===== config.mk =====
export PLATFORM = sky130hd
export DESIGN_NAME = rx_addr_filter
export DESIGN_NICKNAME = d
export VERILOG_FILES = /design/src/rtl/rxaf_pkg.sv /design/src/rtl/rxaf_hash.sv /design/src/rtl/rxaf_prog.sv /design/src/rtl/rxaf_match.sv /design/src/rtl/rx_addr_filter.sv
export SDC_FILE = /design/constraint.sdc
export NUM_CORES = 1
export LEC_CHECK = 0
export ABC_AREA = 1
export BUFFER_PORTS_ARGS = -buffer_cell sky130_fd_sc_hd__buf_2
export CORE_ASPECT_RATIO = 1.1
export CORE_MARGIN = 10
export CORE_UTILIZATION = 40
export CTS_BUF_LIST = sky130_fd_sc_hd__clkbuf_16
export CTS_CLUSTER_DIAMETER = 40
export CTS_CLUSTER_SIZE = 40
export DETAILED_ROUTE_END_ITERATION = 12
export SLEW_MARGIN = 5
export SYNTH_ARGS = -nofsm -noshare
export SYNTH_HDL_FRONTEND = slang
export SYNTH_SLANG_ARGS = --single-unit

===== constraint.sdc =====
create_clock -name clk -period 10.5 [get_ports clk]
set_input_delay 0.525 -clock clk [delete_from_list [all_inputs] [get_ports clk]]
set_output_delay 0.525 -clock clk [all_outputs]
set_load 0.005 [all_outputs]

===== src/rtl/rxaf_pkg.sv =====
package rxaf_pkg;

    localparam int          DEF_ADDR_BYTES = 6;
    localparam int          DEF_FILT_BYTES = 8;
    localparam logic [31:0] CRC_POLY_REFL  = 32'hEDB88320;
    localparam logic [31:0] CRC_SEED       = 32'hFFFFFFFF;

    typedef enum logic [1:0] {
        TGT_NONE    = 2'b00,
        TGT_STATION = 2'b01,
        TGT_HASH    = 2'b10,
        TGT_RSVD    = 2'b11
    } tgt_e;

    typedef struct packed {
        logic req;
        tgt_e tgt;
    } cfg_t;

    function automatic logic [7:0] cfg_pack(cfg_t c);
        return {c.req, 5'b0, c.tgt};
    endfunction

endpackage


===== src/rtl/rxaf_hash.sv =====
module rxaf_hash
    import rxaf_pkg::*;
#(
    parameter int ADDR_BYTES = DEF_ADDR_BYTES,
    parameter int IDX_W      = 6
) (
    input  logic [ADDR_BYTES*8-1:0] da,
    output logic [IDX_W-1:0]        idx
);
    localparam int NBITS = ADDR_BYTES * 8;

    logic [31:0] crc;

    // Reflected CRC, bit-serial order unrolled: bit 0 of byte 0 enters first.
    always_comb begin
        crc = CRC_SEED;
        for (int i = 0; i < NBITS; i++) begin
            if (crc[0] ^ da[i])
                crc = (crc >> 1) ^ CRC_POLY_REFL;
            else
                crc = crc >> 1;
        end
    end

    assign idx = crc[31 -: IDX_W];

endmodule


===== src/rtl/rxaf_prog.sv =====
module rxaf_prog
    import rxaf_pkg::*;
#(
    parameter int ADDR_BYTES = DEF_ADDR_BYTES,
    parameter int FILT_BYTES = DEF_FILT_BYTES
) (
    input  logic                    clk,
    input  logic                    rst,
    input  logic                    cfg_wr,
    input  logic [7:0]              cfg_wdata,
    output logic [7:0]              cfg_rdata,
    input  logic                    data_wr,
    input  logic [7:0]              data_wdata,
    input  logic                    rx_busy,
    output logic [ADDR_BYTES*8-1:0] station,
    output logic [FILT_BYTES*8-1:0] filt
);
    localparam int MAXB = (ADDR_BYTES > FILT_BYTES) ? ADDR_BYTES : FILT_BYTES;
    localparam int PW   = $clog2(MAXB + 1);
    localparam logic [PW-1:0] STA_END = PW'(ADDR_BYTES);
    localparam logic [PW-1:0] FLT_END = PW'(FILT_BYTES);

    cfg_t          cfg_q;
    logic [PW-1:0] ptr_q;
    logic          room;
    logic          wr_ok;

    always_comb begin
        unique case (cfg_q.tgt)
            TGT_STATION: room = (ptr_q < STA_END);
            TGT_HASH:    room = (ptr_q < FLT_END);
            default:     room = 1'b0;
        endcase
    end

    assign wr_ok     = data_wr && !cfg_wr && !cfg_q.req && room;
    assign cfg_rdata = cfg_pack(cfg_q);

    always_ff @(posedge clk) begin
        if (rst) begin
            cfg_q <= '{req: 1'b0, tgt: TGT_NONE};
            ptr_q <= '0;
        end else if (cfg_wr) begin
            cfg_q.req <= cfg_wdata[7];
            cfg_q.tgt <= tgt_e'(cfg_wdata[1:0]);
            ptr_q     <= '0;
        end else begin
            if (cfg_q.req && !rx_busy)
                cfg_q.req <= 1'b0;
            if (wr_ok)
                ptr_q <= ptr_q + PW'(1);
        end
    end

    for (genvar s = 0; s < ADDR_BYTES; s++) begin : g_sta
        always_ff @(posedge clk) begin
            if (rst)
                station[s*8 +: 8] <= '0;
            else if (wr_ok && cfg_q.tgt == TGT_STATION && ptr_q == PW'(s))
                station[s*8 +: 8] <= data_wdata;
        end
    end

    for (genvar f = 0; f < FILT_BYTES; f++) begin : g_flt
        always_ff @(posedge clk) begin
            if (rst)
                filt[f*8 +: 8] <= '0;
            else if (wr_ok && cfg_q.tgt == TGT_HASH && ptr_q == PW'(f))
                filt[f*8 +: 8] <= data_wdata;
        end
    end

endmodule


===== src/rtl/rxaf_match.sv =====
module rxaf_match
    import rxaf_pkg::*;
#(
    parameter int ADDR_BYTES = DEF_ADDR_BYTES,
    parameter int FILT_BYTES = DEF_FILT_BYTES,
    parameter int IDX_W      = 6
) (
    input  logic                    clk,
    input  logic                    rst,
    input  logic                    da_valid,
    input  logic [ADDR_BYTES*8-1:0] da,
    input  logic [ADDR_BYTES*8-1:0] station,
    input  logic [FILT_BYTES*8-1:0] filt,
    input  logic [IDX_W-1:0]        idx,
    input  logic                    promisc,
    output logic                    acc_valid,
    output logic                    acc
);
    logic group_addr;
    logic take;

    assign group_addr = da[0];

    always_comb begin
        if (promisc)
            take = 1'b1;
        else if (group_addr)
            take = filt[idx];
        else
            take = (da == station);
    end

    always_ff @(posedge clk) begin
        if (rst) begin
            acc_valid <= 1'b0;
            acc       <= 1'b0;
        end else begin
            acc_valid <= da_valid;
            acc       <= da_valid && take;
        end
    end

endmodule


===== src/rtl/rx_addr_filter.sv =====
module rx_addr_filter
    import rxaf_pkg::*;
#(
    parameter int ADDR_BYTES = DEF_ADDR_BYTES,
    parameter int FILT_BYTES = DEF_FILT_BYTES
) (
    input  logic                    clk,
    input  logic                    rst,
    input  logic                    cfg_wr,
    input  logic [7:0]              cfg_wdata,
    output logic [7:0]              cfg_rdata,
    input  logic                    data_wr,
    input  logic [7:0]              data_wdata,
    input  logic                    rx_busy,
    input  logic                    promisc,
    input  logic                    da_valid,
    input  logic [ADDR_BYTES*8-1:0] da,
    output logic                    acc_valid,
    output logic                    acc
);
    localparam int IDX_W = $clog2(FILT_BYTES * 8);

    logic [ADDR_BYTES*8-1:0] station;
    logic [FILT_BYTES*8-1:0] filt;
    logic [IDX_W-1:0]        idx;

    rxaf_prog #(.ADDR_BYTES(ADDR_BYTES), .FILT_BYTES(FILT_BYTES)) u_prog (
        .clk(clk), .rst(rst),
        .cfg_wr(cfg_wr), .cfg_wdata(cfg_wdata), .cfg_rdata(cfg_rdata),
        .data_wr(data_wr), .data_wdata(data_wdata), .rx_busy(rx_busy),
        .station(station), .filt(filt)
    );

    rxaf_hash #(.ADDR_BYTES(ADDR_BYTES), .IDX_W(IDX_W)) u_hash (
        .da(da), .idx(idx)
    );

    rxaf_match #(.ADDR_BYTES(ADDR_BYTES), .FILT_BYTES(FILT_BYTES), .IDX_W(IDX_W)) u_match (
        .clk(clk), .rst(rst), .da_valid(da_valid), .da(da),
        .station(station), .filt(filt), .idx(idx), .promisc(promisc),
        .acc_valid(acc_valid), .acc(acc)
    );

endmodule


### After elaboration in Yosys (flattened, before gate mapping)

Index checks and enable logic that the tools add are counted.

| storage, ports and cells | value |
|---|---|
| input port bits | 71 |
| memories | 0 |
| register bits after elaboration | 121 |
| bits in read-only memories | 0 |
| output and inout bits | 10 |
| RAM bits | 0 |
| logic and storage cells | 209 |
| latch bits | 0 |

| operators by class | value |
|---|---|
| multipliers | 0 |
| mux-type cells | 55 |
| shifts and indexed selects | 0 |
| eq/ne operators | 10 |
| bitwise operators | 94 |
| $lt $le $gt $ge | 3 |
| reductions and logical operators | 27 |
| div/mod/pow operators | 0 |
| add/subtract/negate cells | 1 |

Operators by type and width:

| operator | count |
|---|---|
| two-way mux 32 bit | 48 |
| inverter 13 -> 14 bit | 47 |
| == test 48 bit | 1 |
| bitwise XOR 1 bit | 47 |
| logical AND 1 bit | 21 |
| == test 4 x 3 -> 1 bit (second input constant) | 4 |
| == test 4 x 2 -> 1 bit (second input constant) | 2 |
| less-than comparator 6 x 7 -> 1 bit (second input constant) | 1 |
| binary-select mux 1 bit (select 6 bit) | 1 |
| two-way mux 1 bit | 5 |
| adder 4 x 1 -> 4 bit (second input constant) | 1 |
| == test 4 x 1 -> 1 bit (second input constant) | 1 |
| zero test 4 bit | 1 |
| less-than comparator 4 x 3 -> 1 bit (second input constant) | 1 |
| less-than comparator 4 bit (second input constant) | 1 |
| zero test 1 bit | 3 |
| == test 2 x 1 -> 1 bit (second input constant) | 1 |
| == test 2 bit (second input constant) | 1 |
| case mux 1 bit (2 select lines) | 1 |
| nonzero test 2 bit | 1 |
| OR reduction 2 bit | 1 |

### Logic depth before layout (Yosys ltp)

| depth | value |
|---|---|
| depth in word-level cells | 100 |
| gate-level depth with buffers | 48 |
| mapped depth without buffers | 47 |

### Hierarchy

A second synthesis with hierarchy kept.

| unflattened totals | value |
|---|---|
| cells, all modules | 2197 |
| area, all modules | 11986.5 um2 |

By module, submodules not included:

| module | cells each | sequential area each (um2) | instances | area an instance (um2) |
|---|---|---|---|---|
| rxaf_hash | 1149 | 0.0 | 1 | 5401.4 |
| rxaf_prog | 735 | 2382.3 | 1 | 5104.9 |
| rxaf_match | 313 | 40.0 | 1 | 1480.2 |

### Worst setup path before layout

No wires, ideal clock.

| path | value |
|---|---|
| path type | input -> register |
| from | in da[3] |
| to | reg u_match.acc |
| required time | 10380 ps |
| setup slack | 6408 ps |
| stages on the path | 45 |
| arrival time | 3972 ps |
| path buffers | 3 |
| setup time | 120 ps |
| cells stage by stage | buf_6 inv_4 buf_6 nand2_1 nand2_2 nand2_2 nand2_2 nand2_1 nand2_2 nand2_1 nand2_1 nand2_1 nand2_1 inv_2 nand2_2 nand2_4 nand2_2 nand2_1 [... 9 more ...] nand2_2 nand2_2 nand2_2 nand2_4 nand3_1 nand3_1 nand3_4 nand2_4 buf_6 nand2_1 nand3_1 nand3_1 nand3_1 nand3_1 nand3_1 nand2_1 nand2_1 a21oi_2 |

| between the ends | value |
|---|---|
| longest elaborated chain between the ends | 70 |
| elaborated cells between the ends (all ways) | 127 |
| classes of those cells | eq/ne: 1; mux: 49; bitwise: 76; reduce/logical: 1 |

RTL lines:

| item | line | text |
|---|---|---|
| start: declaration | rx_addr_filter.sv:17 | `input logic [ADDR_BYTES*8-1:0] da,` |
| bitwise XOR 1 bit | rxaf_hash.sv:18 | `if (crc[0] ^ da[i])` |
| two-way mux 32 bit | rxaf_hash.sv:18 |  |
| inverter 13 -> 14 bit (no source line) | -- |  |
| two-way mux 32 bit | rxaf_hash.sv:18 |  |
| two-way mux 32 bit or inverter 13 -> 14 bit (tied branches) | -- |  |
| two-way mux 32 bit | rxaf_hash.sv:18 |  |
| inverter 13 -> 14 bit (no source line) or two-way mux 32 bit (tied branches) | -- |  |
| two-way mux 32 bit or inverter 13 -> 14 bit (tied branches) | -- |  |
| [... 54 more ...] | -- |  |
| two-way mux 32 bit | rxaf_hash.sv:18 |  |
| inverter 13 -> 14 bit (no source line) | -- |  |
| two-way mux 32 bit | rxaf_hash.sv:18 |  |
| binary-select mux 1 bit (select 6 bit) | rxaf_match.sv:28 | `take = filt[idx];` |
| two-way mux 1 bit (not written as such) | rxaf_match.sv:28 |  |
| two-way mux 1 bit (*) | rxaf_match.sv:27 | `else if (group_addr)` |
| two-way mux 1 bit (*) | rxaf_match.sv:25 | `if (promisc)` |
| logical AND 1 bit (*) | rxaf_match.sv:39 | `acc <= da_valid && take;` |
| end signal: assignment | rxaf_match.sv:39 |  |
| end: declaration | rxaf_match.sv:17 | `output logic acc` |

Every way passes the cells marked *; elsewhere a longest branch is shown, timed or not. The select of a mux whose other input is x is not followed.
A chain may end at the register's enable or synchronous reset.

### Worst setup path in the final report

| path | value |
|---|---|
| from | in da[0] |
| to | reg u_match.acc |

| between the ends | value |
|---|---|
| longest elaborated chain between the ends | 74 |
| elaborated cells between the ends (all ways) | 135 |
| classes of those cells | eq/ne: 1; mux: 52; bitwise: 81; reduce/logical: 1 |

RTL lines:

| item | line |
|---|---|
| two-way mux 32 bit | rxaf_hash.sv:18 |
| inverter 13 -> 14 bit (no source line) | -- |
| two-way mux 32 bit | rxaf_hash.sv:18 |
| two-way mux 32 bit or inverter 13 -> 14 bit (tied branches) | -- |
| two-way mux 32 bit | rxaf_hash.sv:18 |
| inverter 13 -> 14 bit (no source line) or two-way mux 32 bit (tied branches) | -- |
| two-way mux 32 bit or inverter 13 -> 14 bit (tied branches) | -- |
| two-way mux 32 bit | rxaf_hash.sv:18 |
| [... 58 more ...] | -- |
| two-way mux 32 bit | rxaf_hash.sv:18 |
| inverter 13 -> 14 bit (no source line) | -- |
| two-way mux 32 bit | rxaf_hash.sv:18 |
| binary-select mux 1 bit (select 6 bit) | rxaf_match.sv:28 |
| two-way mux 1 bit (not written as such) | rxaf_match.sv:28 |
| two-way mux 1 bit (*) | rxaf_match.sv:27 |
| two-way mux 1 bit (*) | rxaf_match.sv:25 |
| logical AND 1 bit (*) | rxaf_match.sv:39 |

Marked as above.

==> results.json <==
{
  "period_share": 0.554,
  "numPortBuffers": 70,
  "worst_ep_arrival_time_ps": 6160,
  "postRouteAntennaNets": 0,
  "tns_ps": 0,
  "grtUsageTotal": 0.217,
  "antenna_cells": 0,
  "cts.clk_slew.worst_paths_ps": 60,
  "cts_tree": "built",
  "hold_path_class": "in -> reg",
  "max_freq_mhz": 172,
  "vias": 11600,
  "dpl-instance-area_um2": 11200,
  "end_kind": "register",
  "row_count": 62,
  "relSlewSlack": 0.419,
  "period_needed_ps": 5810,
  "die_y_um": 192,
  "start_util": 0.409,
  "dr.pass1.iters": 6,
  "dpl.cell_count": 2212,
  "cts_setup_buffers": 0,
  "yosysSeqAreaShare": 0.225,
  "fin_cells": 2242,
  "ctsHoldBuffers": 0,
  "wl_mm": 36.9,
  "ioPinCount": 81,
  "post_cts_resized": 0,
  "slowest_delay_ps": 460,
  "clk_path_buf_depth": 2,
  "clock-sinks": 121,
  "critPathKind": "in -> reg",
  "hold_ws_ps": 333,
  "die_area_um2": 33800,
  "grt_pass1_vias": 10800,
  "status": "finished clean",
  "final_common_cell": "nand2_1",
  "wl_per_cell_um": 16.5,
  "antenna_found_initial": 0,
  "cp.required_ps": 10850,
  "syn_area_um2": 10700,
  "grtUsageMet3": 0.0259,
  "syn_avg_cell_area_um2": 5.83,
  "ys_seq_elements": 121,
  "ys_warn_count": 0,
  "worst_pin_slew_ps": 872,
  "drive_gt1_frac": 0.135,
  "path_common_cell": "nand2_1",
  "synth.distinct_cells": 42,
  "seq_area_um2": 2420,
  "timing.max_cap.violations": 0,
  "grtUsageMet2": 0.369,
  "final_nets": 1956,
  "area_growth_pct": 9.41,
  "grt_pass1_wl_mm": 58.4,
  "finish.instance_area_um2": 11800,
  "gp_congestion": 0.931,
  "final_hold_viol_count": 0,
  "cts_buffers": 17,
  "gr-max-usage-layer": "met2",
  "fin_worst_skew_ps": 9.35,
  "setup_viol_count_final": 0,
  "htreeDepth": 4,
  "final_cell_mix": "647 x nand2_1, 278 x nand3_1, 204 x inv_1, 121 x dfxtp_1, 113 x a21oi_1",
  "avgViaCountPerCell": 5.16,
  "critPathLaunchType": "input pin",
  "maxSlewViolCount": 0,
  "grtUsageMet1": 0.277,
  "fillers": 2860,
  "core_area_um2": 26300,
  "syn-instance-count": 1843,
  "path_max_fanout": 33,
  "rsz0062_at_grt": "no",
  "overflow": 0,
  "grt_max_degree": 98,
  "die_w_um": 176,
  "drc_errors": 0,
  "multi_input_area_um2": 7080,
  "dp_hpwl_mm": 28.6,
  "clock_latency_ps": 410,
  "root_buffer": "clkbuf_16",
  "first_iter_violations": 948,
  "cp_slowest_cell": "nand2_4"
}
==> critical path: cells and delay by family <==
kind	cells	cell delay (ps)
AOI/OAI and AO/OA	1	120
and+or+nand+nor	35	4710
buffers and inverters	5	800
==> cell usage after synthesis, drive strengths merged <==
cell,instances,area [um2]
a221oi,4,35.0
nor2,32,128
clkinv,2,7.51
xor2,50,483
dfxtp,121,2420
o22ai,14,87.6
nand4,5,31.3
clkbuf,34,128
a21boi,1,7.51
a2111oi,1,8.76
nand3,292,1550
conb,1,3.75
a221o,2,20.0
nand2,741,3120
nor3,1,5.00
inv,245,922
a211oi,1,7.51
a21oi,114,574
o2111ai,6,52.6
nand3b,14,118
ha,6,75.1
a41oi,1,8.76
xnor2,19,185
nor4,6,37.5
buf,25,198
o21ai,105,526
==> metal layers <==
| layer | part of all wire | up-vias | routed length (um) |
|---|---|---|---|
| li1 | - | 5963 | - |
| met1 | 0.45 | 5211 | 16500 |
| met2 | 0.47 | 325 | 17500 |
| met3 | 0.051 | 63 | 1890 |
| met4 | 0.029 | 0 | 1090 |
| met5 | 0 | - | 0 |
==> cells by family after synthesis <==
| group | share of synthesized area |
|---|---|
| other cells | 0.000349 |
| xor+xnor | 0.0622 |
| fa+ha+maj | 0.00699 |
| simple gates | 0.465 |
| compound gates | 0.124 |
| flops | 0.225 |
| buf+inv | 0.117 |
==> path summary, 6_finish.rpt <==
kind / from / to / slack [ps] / depth (start not counted)
worst max-delay path: da[0] / u_match.acc / 4690 / 41
worst min register to register: u_prog.filt[6] / u_prog.filt[6] / 450 / 2
worst min-delay path: da_valid / u_match.acc_valid / 330 / 3
worst max register to register: u_prog.cfg_rdata[0] / u_prog.filt[51] / 7870 / 8
==> final cells by class <==
type / instances / area share
Clock buffer: 17 / 0.0362
Multi-Input combinational cell: 1420 / 0.602
Inverter: 247 / 0.0791
Tap cell: 352 / 0.0375
Timing Repair Buffer: 72 / 0.0311
Clock inverter: 13 / 0.00766
Sequential cell: 121 / 0.206
==> metrics by stage <==
stage	util	setup slack (ps)
finish	0.447	4690
global route	0.447	4160
CTS	0.447	4760
detailed placement	0.427	4350
global placement	0.427	4390
floorplan	-	6410
==> state kept, by name, indices dropped and copies added, names as in the netlist <==
name               flops
u_prog.filt           64
u_prog.station        48
u_prog.ptr_q           4
u_prog.cfg_rdata       3
u_match.acc            1
u_match.acc_valid      1
Power is left out: the tool's default activity adds up to more than one toggle a clock period on the data nets, which glitch-free logic cannot reach.
